**src/rtl/ss_pkg.sv**
```systemverilog
package ss_pkg;
  typedef struct packed {
    logic elem64;
    logic offs64;
    logic sx;
    logic sc2;
  } ss_mode_t;

  // Offset after width selection, extension and scaling
  function automatic logic [63:0] ss_offset(input logic [63:0] raw, input ss_mode_t m);
    logic [63:0] ext;
    if (m.elem64 && m.offs64) ext = raw;
    else if (m.sx)            ext = {{32{raw[31]}}, raw[31:0]};
    else                      ext = {32'd0, raw[31:0]};
    return m.sc2 ? (ext << 2) : ext;
  endfunction

  // Element address, wraps modulo 2^64
  function automatic logic [63:0] ss_addr(input logic [63:0] b, input logic [63:0] raw,
                                          input ss_mode_t m);
    return b + ss_offset(raw, m);
  endfunction
endpackage

```
**src/rtl/ss_active_mask.sv**
```systemverilog
module ss_active_mask #(
  parameter int VLEN = 256,
  localparam int PW  = VLEN / 8,
  localparam int N32 = VLEN / 32,
  localparam int N64 = VLEN / 64
) (
  input  logic [PW-1:0]  pred,
  input  logic           elem64,
  output logic [N32-1:0] act
);
  for (genvar e = 0; e < N32; e++) begin : g_el
    if (e < N64) begin : g_both
      assign act[e] = elem64 ? pred[e*8] : pred[e*4];
    end else begin : g_narrow
      assign act[e] = elem64 ? 1'b0 : pred[e*4];
    end
  end
endmodule

```
**src/rtl/ss_pick_first.sv**
```systemverilog
module ss_pick_first #(
  parameter int N = 8,
  localparam int IW = (N > 1) ? $clog2(N) : 1
) (
  input  logic [N-1:0]  req,
  output logic [IW-1:0] idx,
  output logic [N-1:0]  onehot,
  output logic          any
);
  always_comb begin
    idx = '0;
    for (int i = N - 1; i >= 0; i--) begin
      if (req[i]) idx = IW'(i);
    end
    any    = |req;
    onehot = any ? (N'(1) << idx) : '0;
  end
endmodule

```
**src/rtl/ss_elem_fetch.sv**
```systemverilog
module ss_elem_fetch #(
  parameter int VLEN = 256,
  localparam int N32 = VLEN / 32,
  localparam int IW  = (N32 > 1) ? $clog2(N32) : 1,
  localparam int SHW = $clog2(VLEN) + 1
) (
  input  logic [VLEN-1:0] idx_vec,
  input  logic [VLEN-1:0] src_vec,
  input  logic [IW-1:0]   sel,
  input  logic            elem64,
  output logic [63:0]     raw_idx,
  output logic [31:0]     word
);
  logic [SHW-1:0]  shamt;
  logic [VLEN-1:0] idx_sh, src_sh;

  always_comb begin
    shamt   = SHW'(sel) << (elem64 ? 6 : 5);
    idx_sh  = idx_vec >> shamt;
    src_sh  = src_vec >> shamt;
    raw_idx = elem64 ? idx_sh[63:0] : {32'd0, idx_sh[31:0]};
    word    = src_sh[31:0];
  end
endmodule

```
**src/rtl/scatter_store_seq.sv**
```systemverilog
module scatter_store_seq
  import ss_pkg::*;
#(
  parameter int VLEN = 256,
  localparam int PW  = VLEN / 8,
  localparam int N32 = VLEN / 32,
  localparam int IW  = (N32 > 1) ? $clog2(N32) : 1
) (
  input  logic            clk,
  input  logic            rst_n,
  input  logic            start,
  input  logic [63:0]     base,
  input  logic            base_is_sp,
  input  logic            sp_check_empty,
  input  logic [VLEN-1:0] idx_vec,
  input  logic [VLEN-1:0] src_vec,
  input  logic [PW-1:0]   pred,
  input  logic            elem_is64,
  input  logic            offs_is64,
  input  logic            offs_signed,
  input  logic            scale_by4,
  output logic            wr_valid,
  input  logic            wr_ready,
  output logic [63:0]     wr_addr,
  output logic [31:0]     wr_data,
  output logic [3:0]      wr_strb,
  output logic            busy,
  output logic            done,
  output logic            sp_fault
);
  logic [N32-1:0]  act_in, pend_q, pick_oh, pend_next;
  logic [IW-1:0]   pick_idx;
  logic            pick_any, any_act_in;
  logic [63:0]     base_q, raw_idx;
  logic [VLEN-1:0] idx_q, src_q;
  ss_mode_t        mode_q;
  logic            busy_q, done_q, fault_q;
  logic            start_take, fault_now, accept, last_elem;
  logic [31:0]     word;

  ss_active_mask #(.VLEN(VLEN)) u_mask (.pred(pred), .elem64(elem_is64), .act(act_in));

  ss_pick_first #(.N(N32)) u_pick (.req(pend_q), .idx(pick_idx), .onehot(pick_oh), .any(pick_any));

  ss_elem_fetch #(.VLEN(VLEN)) u_fetch (
    .idx_vec(idx_q), .src_vec(src_q), .sel(pick_idx), .elem64(mode_q.elem64),
    .raw_idx(raw_idx), .word(word)
  );

  // Named events
  assign any_act_in = |act_in;
  assign start_take = start && !busy_q;
  assign fault_now  = base_is_sp && (base[3:0] != 4'd0) && (any_act_in || sp_check_empty);
  assign accept     = wr_valid && wr_ready;
  assign pend_next  = pend_q & ~pick_oh;
  assign last_elem  = (pend_next == '0);

  always_ff @(posedge clk or negedge rst_n) begin
    if (!rst_n) begin
      busy_q  <= 1'b0;
      done_q  <= 1'b0;
      fault_q <= 1'b0;
      pend_q  <= '0;
      base_q  <= '0;
      idx_q   <= '0;
      src_q   <= '0;
      mode_q  <= '0;
    end else begin
      done_q  <= 1'b0;
      fault_q <= 1'b0;
      if (start_take) begin
        base_q <= base;
        idx_q  <= idx_vec;
        src_q  <= src_vec;
        mode_q <= '{elem64: elem_is64, offs64: offs_is64, sx: offs_signed, sc2: scale_by4};
        if (fault_now || !any_act_in) begin
          done_q  <= 1'b1;
          fault_q <= fault_now;
        end else begin
          busy_q <= 1'b1;
          pend_q <= act_in;
        end
      end else if (accept) begin
        pend_q <= pend_next;
        if (last_elem) begin
          busy_q <= 1'b0;
          done_q <= 1'b1;
        end
      end
    end
  end

  assign wr_valid = busy_q;
  assign wr_addr  = ss_addr(base_q, raw_idx, mode_q);
  assign wr_data  = word;
  assign wr_strb  = 4'hF;
  assign busy     = busy_q;
  assign done     = done_q;
  assign sp_fault = fault_q;

  // stalled write holds
  a_r7_hold_stall: assert property (@(posedge clk) disable iff (!rst_n)
    wr_valid && !wr_ready |=> wr_valid && $stable(wr_addr) && $stable(wr_data));
  // done is a single-cycle pulse and implies idle
  a_r8_done_pulse: assert property (@(posedge clk) disable iff (!rst_n)
    done |=> !done);
  a_r8_done_idle: assert property (@(posedge clk) disable iff (!rst_n)
    done |-> !busy);
  // fault comes with done and no write
  a_r9_fault_no_write: assert property (@(posedge clk) disable iff (!rst_n)
    sp_fault |-> done && !wr_valid);
  // the presented element is one pending element
  a_r5_pick_pending: assert property (@(posedge clk) disable iff (!rst_n)
    wr_valid |-> $onehot(pick_oh) && ((pick_oh & ~pend_q) == '0));
  // next element index is strictly higher
  a_r6_ascending: assert property (@(posedge clk) disable iff (!rst_n)
    accept && !last_elem |=> pick_idx > $past(pick_idx));
  // start while busy leaves pending work alone
  a_r10_start_ignored: assert property (@(posedge clk) disable iff (!rst_n)
    busy && start && !accept |=> $stable(pend_q));
endmodule

```
**config.mk**
```make
export PLATFORM = sky130hd
export DESIGN_NAME = scatter_store_seq
export DESIGN_NICKNAME = d
export VERILOG_FILES = /design/src/rtl/ss_pkg.sv /design/src/rtl/ss_active_mask.sv /design/src/rtl/ss_pick_first.sv /design/src/rtl/ss_elem_fetch.sv /design/src/rtl/scatter_store_seq.sv
export SDC_FILE = /design/constraint.sdc
export NUM_CORES = 2
export LEC_CHECK = 0
export BUFFER_PORTS_ARGS = -buffer_cell sky130_fd_sc_hd__buf_2
export CORE_AREA = 3 3 283 285
export DETAILED_ROUTE_END_ITERATION = 7
export DIE_AREA = 0 0 286 288
export GPL_TIMING_DRIVEN = 0
export HOLD_SLACK_MARGIN = 0.06
export PLACE_DENSITY = 0.67
export SETUP_SLACK_MARGIN = 0.3
export SYNTH_ARGS = -nofsm -noshare
export SYNTH_HDL_FRONTEND = slang
export SYNTH_SLANG_ARGS = --single-unit
```
**constraint.sdc**
```tcl
create_clock -name clk -period 6.65 [get_ports clk]
set_clock_uncertainty 0.05 [all_clocks]
set_input_delay 1.33 -clock clk [delete_from_list [all_inputs] [get_ports clk]]
set_output_delay 1.33 -clock clk [all_outputs]
set_load 0.01 [all_outputs]
```
# After elaboration in Yosys (flattened, before gate mapping)

Cells that the tools add are included.

Muxes and demuxes: 34
Divide/modulo/power cells: 0
Reductions and logical operators: 17
Shifts and indexed selects: 4
Multipliers: 0
Add/subtract/negate cells: 1
Bitwise gates (word level): 2
Equality and inequality tests: 1
Magnitude comparators: 0

Operators with widths:

| operator                                                          | count |
|---|---|
| 64-bit two-way mux                                                | 4 |
| 256-bit by 9-bit right shift with 32-bit output                   | 1 |
| 256-bit by 9-bit right shift with 64-bit output                   | 1 |
| 64-bit adder                                                      | 1 |
| 8-bit two-way mux                                                 | 4 |
| 3-bit by 32-bit << shifter with 9-bit output                      | 1 |
| 3-bit two-way mux                                                 | 8 |
| 1-bit two-way mux                                                 | 17 |
| 8-bit OR reduction                                                | 2 |
| 8-bit bitwise AND                                                 | 1 |
| 8-bit zero test                                                   | 1 |
| 8-bit NOT                                                         | 1 |
| 1-bit by 3-bit << shifter with 8-bit output, first input constant | 1 |
| 1-bit logical AND                                                 | 5 |
| 2-bit nonzero test                                                | 2 |
| 4-bit nonzero test                                                | 1 |
| 3-bit AND reduction                                               | 1 |
| 1-bit zero test                                                   | 2 |
| 1-bit logical OR                                                  | 2 |
| 2-bit two-way mux                                                 | 1 |
| 2-bit != test, second input constant                              | 1 |
| 2-bit AND reduction                                               | 1 |

Logic and storage cells: 70
ROM bits: 0
Memories: 0
Output and inout port bits: 104
RAM bits: 0
Latch bits: 0
Input bits: 618
Register bits: 591

# Logic depth before layout (Yosys ltp)

Word-level depth: 16
Depth in mapped cells: 23

# By module

A second synthesis with hierarchy kept.

Cells, all modules: 4445
Area, all modules: 34942.3 µm²

Modules (own cells, without submodules):

| module            | cells each | area each (µm²) | times used |
|---|---|---|---|
| scatter_store_seq | 3190       | 26825.7         | 1 |
| ss_elem_fetch     | 1222       | 7898.8          | 1 |
| ss_pick_first     | 25         | 141.4           | 1 |
| ss_active_mask    | 8          | 76.3            | 1 |

# Worst setup path before layout

OpenSTA, ideal clock, no wires.

Path type: register to output
From: register pend_q[4]
To: output port wr_addr[28]
Data arrival time: 5.105 ns
Cell stages (with the launch flop): 21
Path slack: 0.165 ns
Required time: 5.270 ns
Buffers on the path: 2
Path through: dfrtp_1 -> o31a_1 -> or3_4 -> a21oi_4 -> buf_6 -> buf_4 -> mux2_1 -> o211ai_1 -> a21oi_1 -> nor2b_1 -> ha_1 -> fa_1 -> a211oi_1 -> nor2_1 -> a2111oi_2 -> o31ai_1 -> a21o_1 -> a211oi_2 -> o21ai_1 -> a311oi_1 -> xnor2_1

Cells in the longest elaborated chain, start to end: 12

Ends and longest elaborated chain:

| what                                                | line                    | source |
|---|---|---|
| start: declaration                                  | scatter_store_seq.sv:31 | `logic [N32-1:0] act_in, pend_q, pick_oh, pend_next;` |
| start signal: assignment                            | scatter_store_seq.sv:81 | `pend_q <= act_in;` |
| start signal: assignment                            | scatter_store_seq.sv:84 | `pend_q <= pend_next;` |
| 3-bit two-way mux (*) (5 in series)                 | ss_pick_first.sv:13     | `if (req[i]) idx = IW'(i);` |
| 3-bit by 32-bit << shifter with 9-bit output (*)    | ss_elem_fetch.sv:18     | `shamt = SHW'(sel) << (elem64 ? 6 : 5);` |
| 256-bit by 9-bit right shift with 64-bit output (*) | ss_elem_fetch.sv:19     | `idx_sh = idx_vec >> shamt;` |
| 64-bit two-way mux (*)                              | ss_elem_fetch.sv:21     | `raw_idx = elem64 ? idx_sh[63:0] : {32'd0, idx_sh[31:0]};` |
| 64-bit two-way mux                                  | ss_pkg.sv:13            | `else if (m.sx) ext = {{32{raw[31]}}, raw[31:0]};` |
| 64-bit two-way mux (*)                              | ss_pkg.sv:12            | `if (m.elem64 && m.offs64) ext = raw;` |
| 64-bit two-way mux (*)                              | ss_pkg.sv:15            | `return m.sc2 ? (ext << 2) : ext;` |
| 64-bit adder (*)                                    | ss_pkg.sv:21            | `return b + ss_offset(raw, m);` |
| end: declaration                                    | scatter_store_seq.sv:24 | `output logic [63:0] wr_addr,` |

Mark *: on every way between the ends. The rest lies on a longest branch, timed or not.

# Final worst setup path

From: register pend_q[7]
To: output port wr_addr[56]

Cells in the longest elaborated chain, start to end: 15

Ends and longest elaborated chain:

| what                                                | line |
|---|---|
| 3-bit two-way mux (*) (8 in series)                 | ss_pick_first.sv:13 |
| 3-bit by 32-bit << shifter with 9-bit output (*)    | ss_elem_fetch.sv:18 |
| 256-bit by 9-bit right shift with 64-bit output (*) | ss_elem_fetch.sv:19 |
| 64-bit two-way mux (*)                              | ss_elem_fetch.sv:21 |
| 64-bit two-way mux                                  | ss_pkg.sv:13 |
| 64-bit two-way mux (*)                              | ss_pkg.sv:12 |
| 64-bit two-way mux (*)                              | ss_pkg.sv:15 |
| 64-bit adder (*)                                    | ss_pkg.sv:21 |

Marks and branches as above.

==> results.tsv <==
stage	metric	value	unit
cts	clk_latency	0.61	ns
cts	path_clk_slew	0.07	ns
timing	rsz0062_at_grt	true	
final_layout	seq_area	14800	um^2
final_layout	drive_gt1_frac	0.292	
grt	grt_max_degree	120	
grt	grt-ovfl-total	0	
final_layout	multi_input_area	18300	um^2
floorplanning	row_count	102	
floorplanning	initial_core_util	0.420	
worst_setup_path	critPathRequiredTime	5.27	ns
cts	clockBufferDepth	3	
place	gp_congestion	0.990	
worst_setup_path	start_kind	register	
floorplanning	pin_count	722	
detailed_routing	vias	32900	
timing	fin_crit	7.37	ns
worst_setup_path	crit_top_cell	a21oi_4	
timing	relSlewSlack	0.231	
synthesis	yosys-mux-area-fraction	0.119	
synthesis	yosys.area_share.simple	0.270	
synthesis	ys_warn_count	0	
worst_setup_path	crit_type	reg2out	
timing	drv_slew	0	
grt	grt_pass1_vias	31300	
place	placed_cells	5624	
final_layout	layout.nets	5420	
timing	fin_crit_sh	1.11	
detailed_routing	wirelength	142	mm
synthesis	netlist_instances	3884	
detailed_routing	viasPerCell	5.64	
timing	fin_tns_setup	-21.42	ns
timing	setup_viol	46	
synthesis	synth-xor-area-share	0.0153	
worst_setup_path	reg2reg_from	busy	
run	max_cap_violations	0	
cts	cts_buffers	69	
worst_setup_path	critPathTopFamily	compound AO/OA/AOI/OAI gates	
cts	clock_sinks	591	
worst_setup_path	cp.arrival	5.99	ns
floorplanning	die_y	288	um
outcome	violations	negative setup slack	
worst_hold_path	hold_path_depth	2	
cts	h-tree-depth	3	
synthesis	ys_ff_latch	591	
timing	worstMarginPinSlew	1.15	ns
worst_hold_path	whs_endpoint	src_q[228]	
worst_setup_path	r2r_slack	3.27	ns
timing	layout_setup_ws	-0.721	ns
outcome	outcome	finished with violations	
detailed_routing	antenna_left	0	
synthesis	avgSynthCellArea	8.39	um^2
synthesis	yosysSeqAreaShare	0.454	
floorplanning	die_w	286	um
final_layout	fin_cells	5845	
synthesis	synth_top_family_by_area	simple AND/OR/NAND/NOR gates	
worst_hold_path	hold_class	reg2reg	
synthesis	netlist-cell-type-count	70	
worst_setup_path	worstSetupEndpointType	output port	
floorplanning	die_area	82400	um^2
timing	fmax	0.136	GHz
timing	finalHoldViolCount	0	
final_layout	area_delta_synth_final	30.6	%
worst_setup_path	r2r_cells	7	
final_layout	fillers	7304	
synthesis	synth_compound_area_frac	0.0806	
place	hpwl	111	mm
synthesis	synth_edf_count	0	
worst_setup_path	cpMaxStageDelayCell	dfrtp_1	
synthesis	synth_area	32600	um^2
worst_setup_path	cp_num_buf_inv	5	
synthesis	synthAdderAreaFrac	0.0248	
floorplanning	fp.coreArea	77600	um^2
synthesis	async_reset_ff_frac	1.00	
cts	cts_tree	yes	
grt	grt_pass1_wl	203	mm
detailed_routing	routedWlPerCell	24.3	um
place	io_buffers	692	
detailed_routing	first_pass_iters	6	
detailed_routing	drt-initial-drc-count	3652	
worst_setup_path	critPathMaxStageDelay	0.43	ns
grt	antenna_found_initial	20	
worst_setup_path	cp_cell_sequence	nor2_2 -> o31a_1 -> or3_4 -> a21oi_4 -> buf_12 -> buf_12 -> mux2_4 -> o211ai_1 -> a21oi_4 -> nor2b_4 -> ha_4 -> fa_2 -> a211oi_2 -> nor2_2 -> a2111oi_4 -> buf_4 -> buf_6 -> nor4_4 -> o21ai_4 -> a21oi_4 -> nor3_4 -> nor4_2 -> a311o_1 -> buf_2	
grt	grt_usage	0.334	
synthesis	yosys_most_used_dff	dfrtp_1	
detailed_routing	post-route-drc-count	0	
worst_hold_path	hp-start	src_q[228]	
worst_setup_path	cp_max_fo	8	
worst_setup_path	worst_r2r_endpoint	idx_q[251]	
cts	hold_buffers	0	
cts	root_buffer	clkbuf_16	
==> flip-flops by register name, summed over array words and instances, names as in the netlist <==
signal	count
mode_q	4
done	1
busy	1
sp_fault	1
src_q	256
base_q	64
pend_q	8
idx_q	256
==> per-layer routing <==
metal | track usage | wire [um] | vias to the layer above
met5 | 0 | 72 | -
met4 | 0.126 | 5930 | 12
met3 | 0.0995 | 16500 | 317
met2 | 0.485 | 61300 | 1894
met1 | 0.471 | 58300 | 16200
li1 | - | - | 14500
==> cell usage after synthesis, drive strengths merged, types with 11 or more instances <==
library cell | count | area (um^2)
buf | 59 | 368
clkbuf | 196 | 736
nand4 | 20 | 125
mux2 | 57 | 642
ha | 63 | 788
nor2 | 71 | 267
nand2 | 2025 | 7600
xnor2 | 32 | 280
a21oi | 181 | 925
o21ai | 57 | 285
a21o | 34 | 255
nor3 | 13 | 65.1
nor2b | 15 | 93.8
dfrtp | 591 | 14800
o211ai | 39 | 293
o21bai | 12 | 90.1
inv | 19 | 71.3
nand3 | 59 | 295
nand2b | 11 | 68.8
a31oi | 16 | 100
xor2 | 25 | 219
mux2i | 39 | 390
mux4 | 127 | 2860
==> final cells by class <==
type,count,share of cell area
Inverter,19,0.00168
Clock inverter,33,0.0101
Timing Repair Buffer,780,0.102
Tap cell,1040,0.0306
Buffer,255,0.0327
Antenna cell,16,0.000940
Sequential cell,591,0.347
Clock buffer,89,0.0461
Multi-Input combinational cell,3022,0.429
==> logic make-up (layout without fill, tap and decap cells) <==
| kind of cell | count (synthesis) | count (layout) |
|---|---|---|
| AO/OA/AOI/OAI | 418 | 418 |
| buffers and inverters | 274 | 1176 |
| adder cells (fa/ha/maj) | 64 | 64 |
| AND/OR/NAND/NOR | 2256 | 2256 |
| other | 1 | 20 |
| XOR/XNOR | 57 | 57 |
| flip-flops | 591 | 591 |
| multiplexers | 223 | 223 |
==> stage by stage <==
step                 util  setup WS [ns]  cell area [um^2]  hold WS, ns
global placement    0.482          -8.54             37400        0.401
finish              0.549         -0.721             42600        0.423
detailed placement  0.484          -1.03             37600        0.407
floorplan               -          0.319             32700        0.388
global route        0.549         -0.856             42600        0.437
CTS                 0.535         -0.694             41500        0.420
==> worst max path at each step <==
stage	start	endpoint	slack, ns	cells past startpoint
floorplan	pend_q[7]	wr_addr[28]	0.32	21
global placement	rst_n	idx_q[71]	-8.54	1
detailed placement	pend_q[2]	wr_addr[56]	-1.03	21
CTS	pend_q[4]	wr_addr[28]	-0.69	22
global route	pend_q[6]	wr_addr[59]	-0.86	23
finish	pend_q[7]	wr_addr[56]	-0.72	24
==> what timing repair did <==
action,in CTS,in global routing
resized for setup,303,149
pin swaps,81,83
cloned,1,0
setup buffers,43,39
setup endpoints to repair,61,59
==> worst reg2reg max path: stages, from the launching register on <==
cell      delay, ns
dfrtp_1        0.54
nand2b_1       0.16
clkbuf_1       0.34
clkbuf_1       0.82
clkbuf_1       0.54
clkbuf_1       0.62
nand2_1        0.15
nand2_1        0.11
==> cell usage in the layout (no fill, tap or decap), types with 11 or more instances in the layout <==
master | netlist | routed
a21oi_2 | 2 | 64
mux2_4 | 0 | 32
o211ai_1 | 39 | 39
nand2_1 | 2025 | 2014
nor2_1 | 71 | 61
o21ai_2 | 0 | 11
mux2_2 | 41 | 21
clkbuf_2 | 0 | 23
xor2_1 | 25 | 18
buf_12 | 0 | 14
a21o_1 | 34 | 33
nor2b_1 | 15 | 11
buf_2 | 21 | 703
nand3_1 | 59 | 55
o21ai_0 | 49 | 34
buf_6 | 4 | 15
a21oi_1 | 178 | 98
clkbuf_8 | 0 | 17
ha_4 | 0 | 19
mux4_2 | 127 | 127
ha_1 | 63 | 40
mux2i_1 | 39 | 36
inv_1 | 19 | 17
clkbuf_1 | 196 | 171
nand2b_1 | 11 | 11
diode_2 | 0 | 16
a31oi_1 | 16 | 11
buf_4 | 21 | 86
dfrtp_1 | 591 | 588
clkbuf_16 | 0 | 70
clkinv_2 | 0 | 16
xnor2_1 | 32 | 24
nand2_2 | 0 | 11
a21oi_4 | 1 | 19
nand4_1 | 20 | 20
Power is left out: the tool's default activity adds up to more than one toggle a clock period on the data nets, which glitch-free logic cannot reach.
